`src/rtl/acc_cpu_pkg.sv`:
```
package acc_cpu_pkg;

    localparam int OP_W   = 3;
    localparam int ADDR_W = 5;
    localparam int DATA_W = OP_W + ADDR_W;

    typedef logic [DATA_W-1:0] word_t;
    typedef logic [ADDR_W-1:0] addr_t;
    typedef logic [OP_W-1:0]   opc_t;

    localparam opc_t OPC_LOAD  = 3'b001;
    localparam opc_t OPC_STORE = 3'b010;
    localparam opc_t OPC_ADD   = 3'b011;
    localparam opc_t OPC_SUB   = 3'b100;
    localparam opc_t OPC_HALT  = 3'b111;

    typedef enum logic [2:0] {
        K_NOP, K_LOAD, K_STORE, K_ADD, K_SUB, K_HALT
    } kind_e;

    typedef enum logic [3:0] {
        ST_F_MAR, ST_F_RD, ST_F_WAIT, ST_F_CIR, ST_F_INC, ST_DECODE,
        ST_X_MAR, ST_X_RD, ST_X_WAIT, ST_X_ALU, ST_X_WR, ST_HALT
    } state_e;

    typedef struct packed {
        logic pc_to_mar;
        logic cir_to_mar;
        logic acc_to_mdr;
        logic bus_to_mdr;
        logic mdr_to_cir;
        logic pc_inc;
        logic acc_from_mdr;
        logic acc_from_alu;
        logic alu_sub;
        logic rd;
        logic wr;
        logic halt;
    } ctrl_t;

    function automatic opc_t opc_of(input word_t w);
        return w[DATA_W-1 -: OP_W];
    endfunction

    function automatic addr_t addr_of(input word_t w);
        return w[ADDR_W-1:0];
    endfunction

    function automatic kind_e classify(input opc_t op);
        case (op)
            OPC_LOAD:  return K_LOAD;
            OPC_STORE: return K_STORE;
            OPC_ADD:   return K_ADD;
            OPC_SUB:   return K_SUB;
            OPC_HALT:  return K_HALT;
            default:   return K_NOP;
        endcase
    endfunction

    function automatic word_t alu_eval(input word_t a, input word_t b, input logic sub);
        return sub ? word_t'(a - b) : word_t'(a + b);
    endfunction

endpackage

```
`src/rtl/acc_cpu_alu.sv`:
```
module acc_cpu_alu
    import acc_cpu_pkg::*;
(
    input  word_t lhs,
    input  word_t rhs,
    input  logic  sub,
    output word_t res
);
    // Result wraps to the word width in both directions.
    assign res = alu_eval(lhs, rhs, sub);
endmodule

```
`src/rtl/acc_cpu_dp.sv`:
```
module acc_cpu_dp
    import acc_cpu_pkg::*;
(
    input  logic  clk,
    input  logic  rst,
    input  ctrl_t ctrl,
    input  word_t mem_rdata,
    output addr_t mar_q,
    output word_t mdr_q,
    output opc_t  opcode,
    output word_t acc_q,
    output addr_t pc_q
);
    word_t cir_q;
    word_t alu_res;

    acc_cpu_alu alu_i (
        .lhs (acc_q),
        .rhs (mdr_q),
        .sub (ctrl.alu_sub),
        .res (alu_res)
    );

    always_ff @(posedge clk) begin
        if (rst)                pc_q <= '0;
        else if (ctrl.pc_inc)   pc_q <= addr_t'(pc_q + 1'b1);
    end

    always_ff @(posedge clk) begin
        if (rst)                  mar_q <= '0;
        else if (ctrl.pc_to_mar)  mar_q <= pc_q;
        else if (ctrl.cir_to_mar) mar_q <= addr_of(cir_q);
    end

    always_ff @(posedge clk) begin
        if (rst)                  mdr_q <= '0;
        else if (ctrl.bus_to_mdr) mdr_q <= mem_rdata;
        else if (ctrl.acc_to_mdr) mdr_q <= acc_q;
    end

    always_ff @(posedge clk) begin
        if (rst)                  cir_q <= '0;
        else if (ctrl.mdr_to_cir) cir_q <= mdr_q;
    end

    always_ff @(posedge clk) begin
        if (rst)                    acc_q <= '0;
        else if (ctrl.acc_from_mdr) acc_q <= mdr_q;
        else if (ctrl.acc_from_alu) acc_q <= alu_res;
    end

    assign opcode = opc_of(cir_q);
endmodule

```
`src/rtl/acc_cpu_ctrl.sv`:
```
module acc_cpu_ctrl
    import acc_cpu_pkg::*;
(
    input  logic  clk,
    input  logic  rst,
    input  opc_t  opcode,
    output ctrl_t ctrl
);
    state_e st, st_nx;
    kind_e  kind;

    assign kind = classify(opcode);

    always_ff @(posedge clk) begin
        if (rst) st <= ST_F_MAR;
        else     st <= st_nx;
    end

    always_comb begin
        case (st)
            ST_F_MAR:  st_nx = ST_F_RD;
            ST_F_RD:   st_nx = ST_F_WAIT;
            ST_F_WAIT: st_nx = ST_F_CIR;
            ST_F_CIR:  st_nx = ST_F_INC;
            ST_F_INC:  st_nx = ST_DECODE;
            ST_DECODE: begin
                case (kind)
                    K_HALT:  st_nx = ST_HALT;
                    K_NOP:   st_nx = ST_F_MAR;
                    default: st_nx = ST_X_MAR;
                endcase
            end
            ST_X_MAR:  st_nx = (kind == K_STORE) ? ST_X_WR : ST_X_RD;
            ST_X_RD:   st_nx = ST_X_WAIT;
            ST_X_WAIT: st_nx = ST_X_ALU;
            ST_X_ALU:  st_nx = ST_F_MAR;
            ST_X_WR:   st_nx = ST_F_MAR;
            ST_HALT:   st_nx = ST_HALT;
            default:   st_nx = ST_F_MAR;
        endcase
    end

    always_comb begin
        ctrl = '0;
        case (st)
            ST_F_MAR:  ctrl.pc_to_mar  = 1'b1;
            ST_F_RD:   ctrl.rd         = 1'b1;
            ST_F_WAIT: ctrl.bus_to_mdr = 1'b1;
            ST_F_CIR:  ctrl.mdr_to_cir = 1'b1;
            ST_F_INC:  ctrl.pc_inc     = 1'b1;
            ST_X_MAR: begin
                ctrl.cir_to_mar = 1'b1;
                ctrl.acc_to_mdr = (kind == K_STORE);
            end
            ST_X_RD:   ctrl.rd         = 1'b1;
            ST_X_WAIT: ctrl.bus_to_mdr = 1'b1;
            ST_X_ALU: begin
                ctrl.acc_from_mdr = (kind == K_LOAD);
                ctrl.acc_from_alu = (kind == K_ADD) || (kind == K_SUB);
                ctrl.alu_sub      = (kind == K_SUB);
            end
            ST_X_WR:   ctrl.wr   = 1'b1;
            ST_HALT:   ctrl.halt = 1'b1;
            default:   ctrl = '0;
        endcase
    end
endmodule

```
`src/rtl/acc_cpu.sv`:
```
module acc_cpu
    import acc_cpu_pkg::*;
(
    input  logic              clk,
    input  logic              rst,
    input  logic [DATA_W-1:0] mem_rdata,
    output logic [ADDR_W-1:0] mem_addr,
    output logic [DATA_W-1:0] mem_wdata,
    output logic              mem_rd,
    output logic              mem_wr,
    output logic              halted,
    output logic [DATA_W-1:0] acc_out,
    output logic [ADDR_W-1:0] pc_out
);
    ctrl_t ctrl;
    opc_t  opcode;
    addr_t mar_q;
    word_t mdr_q;
    word_t acc_q;
    addr_t pc_q;

    acc_cpu_ctrl ctrl_i (
        .clk    (clk),
        .rst    (rst),
        .opcode (opcode),
        .ctrl   (ctrl)
    );

    acc_cpu_dp dp_i (
        .clk       (clk),
        .rst       (rst),
        .ctrl      (ctrl),
        .mem_rdata (mem_rdata),
        .mar_q     (mar_q),
        .mdr_q     (mdr_q),
        .opcode    (opcode),
        .acc_q     (acc_q),
        .pc_q      (pc_q)
    );

    assign mem_addr  = mar_q;
    assign mem_wdata = mdr_q;
    assign mem_rd    = ctrl.rd;
    assign mem_wr    = ctrl.wr;
    assign halted    = ctrl.halt;
    assign acc_out   = acc_q;
    assign pc_out    = pc_q;
endmodule

```
`config.mk`:
```
export PLATFORM = sky130hd
export DESIGN_NAME = acc_cpu
export DESIGN_NICKNAME = d
export VERILOG_FILES = /design/src/rtl/acc_cpu_pkg.sv /design/src/rtl/acc_cpu_alu.sv /design/src/rtl/acc_cpu_dp.sv /design/src/rtl/acc_cpu_ctrl.sv /design/src/rtl/acc_cpu.sv
export SDC_FILE = /design/constraint.sdc
export NUM_CORES = 1
export LEC_CHECK = 0
export ABC_AREA = 0
export BUFFER_PORTS_ARGS = -buffer_cell sky130_fd_sc_hd__buf_2
export CORE_ASPECT_RATIO = 0.9
export CORE_MARGIN = 2
export CORE_UTILIZATION = 51
export CTS_CLUSTER_SIZE = 40
export DETAILED_ROUTE_END_ITERATION = 12
export PLACE_DENSITY = 0.76
export SLEW_MARGIN = 20
export SYNTH_ARGS = -nofsm -noshare
export SYNTH_HDL_FRONTEND = slang
export SYNTH_SLANG_ARGS = --single-unit
```
`constraint.sdc`:
```
create_clock -name clk -period 2.65 [get_ports clk]
set_input_delay 0.53 -clock clk [delete_from_list [all_inputs] [get_ports clk]]
set_output_delay 0.53 -clock clk [all_outputs]
set_load 0.03 [all_outputs]
```
==> reports/results.ini <==
[die]
die_x_um = 75.2
initial_core_util_pct = 52.5
die_h_um = 68.1
io_pins = 39
core_area_um2 = 4430
dieArea_um2 = 5120
row_count = 23

[pwr]
vdd_drop_max_v = 0.000379
power_leakage_uw = 0.00116
powerDensity_nw_per_um2 = 591
total_power_uw = 1630

[synth]
synth_area_leaders = dfxtp_1 33%, nor2_1 6.3%, mux2i_1 6.0%, ha_1 4.8%, a21oi_1 4.5%
synth_edf_count = 0
yosysWarnings = 0
ys_seq_elements = 38
yosys.area.top_type_share_pct = 32.7
synth_area_um2 = 2330
async_reset_ff_share_pct = 0
postSynthAreaPerCell_um2 = 8.41
synth-main-ff-cell = dfxtp_1
synth_top_cell_by_area = dfxtp_1
ys_types = 51
syn_inst = 277
synth.net_count = 297
ys_seq_area_share_pct = 32.7

[setup_path]
reg2regPathDepth = 10
path_class = flip-flop to flip-flop
ff2ff_setup_slack_ns = 0.19
endpoint_kind = flip-flop
crit_path_end = dp_i.acc_q[5]
r2r-start = dp_i.cir_q[5]
startpoint = dp_i.cir_q[5]
cp-start-kind = flip-flop
cp.arrival_ns = 2.67
cp_data_required_time_ns = 2.86
rr_endpoint = dp_i.acc_q[5]
cp_max_fo = 6

[clock_network]
holdBufCountCts = 0
h-tree-depth = 2
cts_setup_buffers = 0
root_buffer = clkbuf_8
cts_sinks = 38
clk_pin_slew_ns = 0.08
cts-buffers-inserted = 5
cts_tree = done
cts-root-to-sink-buffers = 2
clock_latency_ns = 0.30

[cells_and_area]
antennaDiodeCount = 0
areaGrowthSynthToFinish_pct = 18.5
regArea_um2 = 762
mostFrequentLayoutCells = 38 x nor2_1, 38 x buf_2, 37 x dfxtp_1
multi_input_area_um2 = 1490
nets = 336
layout-drive-gt1-share_pct = 24.6
final_cell_count_no_fill = 379
fillCellCount = 404

[worst_hold_path]
hold_path_class = flip-flop to flip-flop
holdCritStartpoint = dp_i.cir_q[4]

[timing]
setup_slack_ns = 0.190
skew_ns = 0.0105
holdWs_ns = 0.466
slew_violations = 0
finalHoldViolCount = 0
relSlewSlack_pct = 49.8
fin_crit_ns = 2.46
max_freq_ghz = 0.407
setup_violations = 0
setup_tns_ns = 0
finalCritPeriodShare_pct = 92.8
rsz0062_at_grt = no
tightestPinTransition_ns = 0.753

[global_route]
grt.overflow.total = 0
grt_max_degree = 37
grt_pass1_wl_um = 8910
grt_pass1_vias = 1903
antenna_found_initial = 0
grtUsageTotal_pct = 23.1

[placement]
gp_congestion = 0.849
hpwl_um = 3950
dp_slack_ns = 0.0504
io_buffers = 38
post-place-cells = 371

[routing]
drtAntennaViolNets = 0
wl_per_cell_um = 14.6
dr.first_iter.drc_count = 148
viasPerCell = 5.66
routed_wl_um = 5540
num_vias = 2146
drc_errors = 0
firstDrtPassIters = 4

[status]
outcome = finished clean

[flow_run]
maxCapViolCount = 0

[cells in the mapped netlist (all sizes together) (2+ instances only)]
master	instances
o21ai	4
xor2	5
nand2b	7
buf	11
nor2b	4
nor3	10
clkbuf	6
or3	2
o22ai	4
ha	9
a211oi	16
a22o	3
nand4	2
a22oi	4
inv	5
nor2	40
or2	2
xnor2	12
nand2	26
dfxtp	38
nor3b	3
nand3b	2
a311oi	2
o21a	3
a21oi	22
o211ai	2
a21o	3
o21bai	2
nand3	2
mux2i	14
[final cells by class]
cell class / instances / area share, %
Sequential cell: 38 / 27.6
Timing Repair Buffer: 49 / 9.89
Inverter: 5 / 0.680
Multi-Input combinational cell: 217 / 54.0
Clock buffer: 5 / 2.49
Clock inverter: 3 / 2.49
Tap cell: 62 / 2.81
[state kept, by name, indices dropped and copies added, names as in the netlist]
signal,cells
ctrl_i.st,4
dp_i.pc_q,5
dp_i.cir_q,8
dp_i.mdr_q,8
dp_i.acc_q,8
dp_i.mar_q,5
[stage by stage]
step,utilization (%),area [µm²]
2_1_floorplan,-,2330
3_3_place_gp,58.5,2590
3_5_place_dp,58.5,2590
4_1_cts,61.6,2730
5_1_grt,62.3,2760
6_report,62.3,2760
[metal layers]
layer,part of all wire [%],GRT usage [%],vias to the layer above
li1,-,-,1067
met5,0,0,-
met1,48,32.3,1015
met4,1.0,8.99,0
met3,4.7,3.98,6
met2,46,35.5,58
[cells by family after synthesis]
| kind of cell | synth area share, % |
|---|---|
| and+or+nand+nor | 22.4 |
| AOI/OAI and AO/OA | 22.2 |
| DFF | 32.7 |
| buffers and inverters | 4.57 |
| xor gates and xnor gates | 6.39 |
| muxes | 6.02 |
| adders and majority gates | 5.70 |
[power by group]
part	leakage [µW]	internal (µW)	switching, µW
sequential	0.000309	593	25.1
combinational	0.000782	178	237
clock	0.0000683	377	221
[worst min-delay path by stage]
stage	end	cells after the start
after floorplan	dp_i.cir_q[0]	2
after global placement	dp_i.cir_q[4]	2
after detailed placement	dp_i.cir_q[0]	2
after CTS	dp_i.cir_q[0]	2
after global routing	dp_i.cir_q[2]	2
final	dp_i.cir_q[4]	2
[repair_timing]
action	CTS	global route
cloned	0	0
pin swaps	0	1
resized for setup	1	6
endpoints found under the setup margin	1	2
[critical path: stages (launching register included)]
cell and delay (ns):
dfxtp_1 0.32, nor2_1 0.14, nand2_2 0.12, nor2_4 0.24, mux2i_4 0.29, ha_1 0.25, nor2b_1 0.14, o31a_1 0.29
o21a_1 0.21, o21a_1 0.17, o32ai_1 0.20
(Power assumes the default switching activity.)
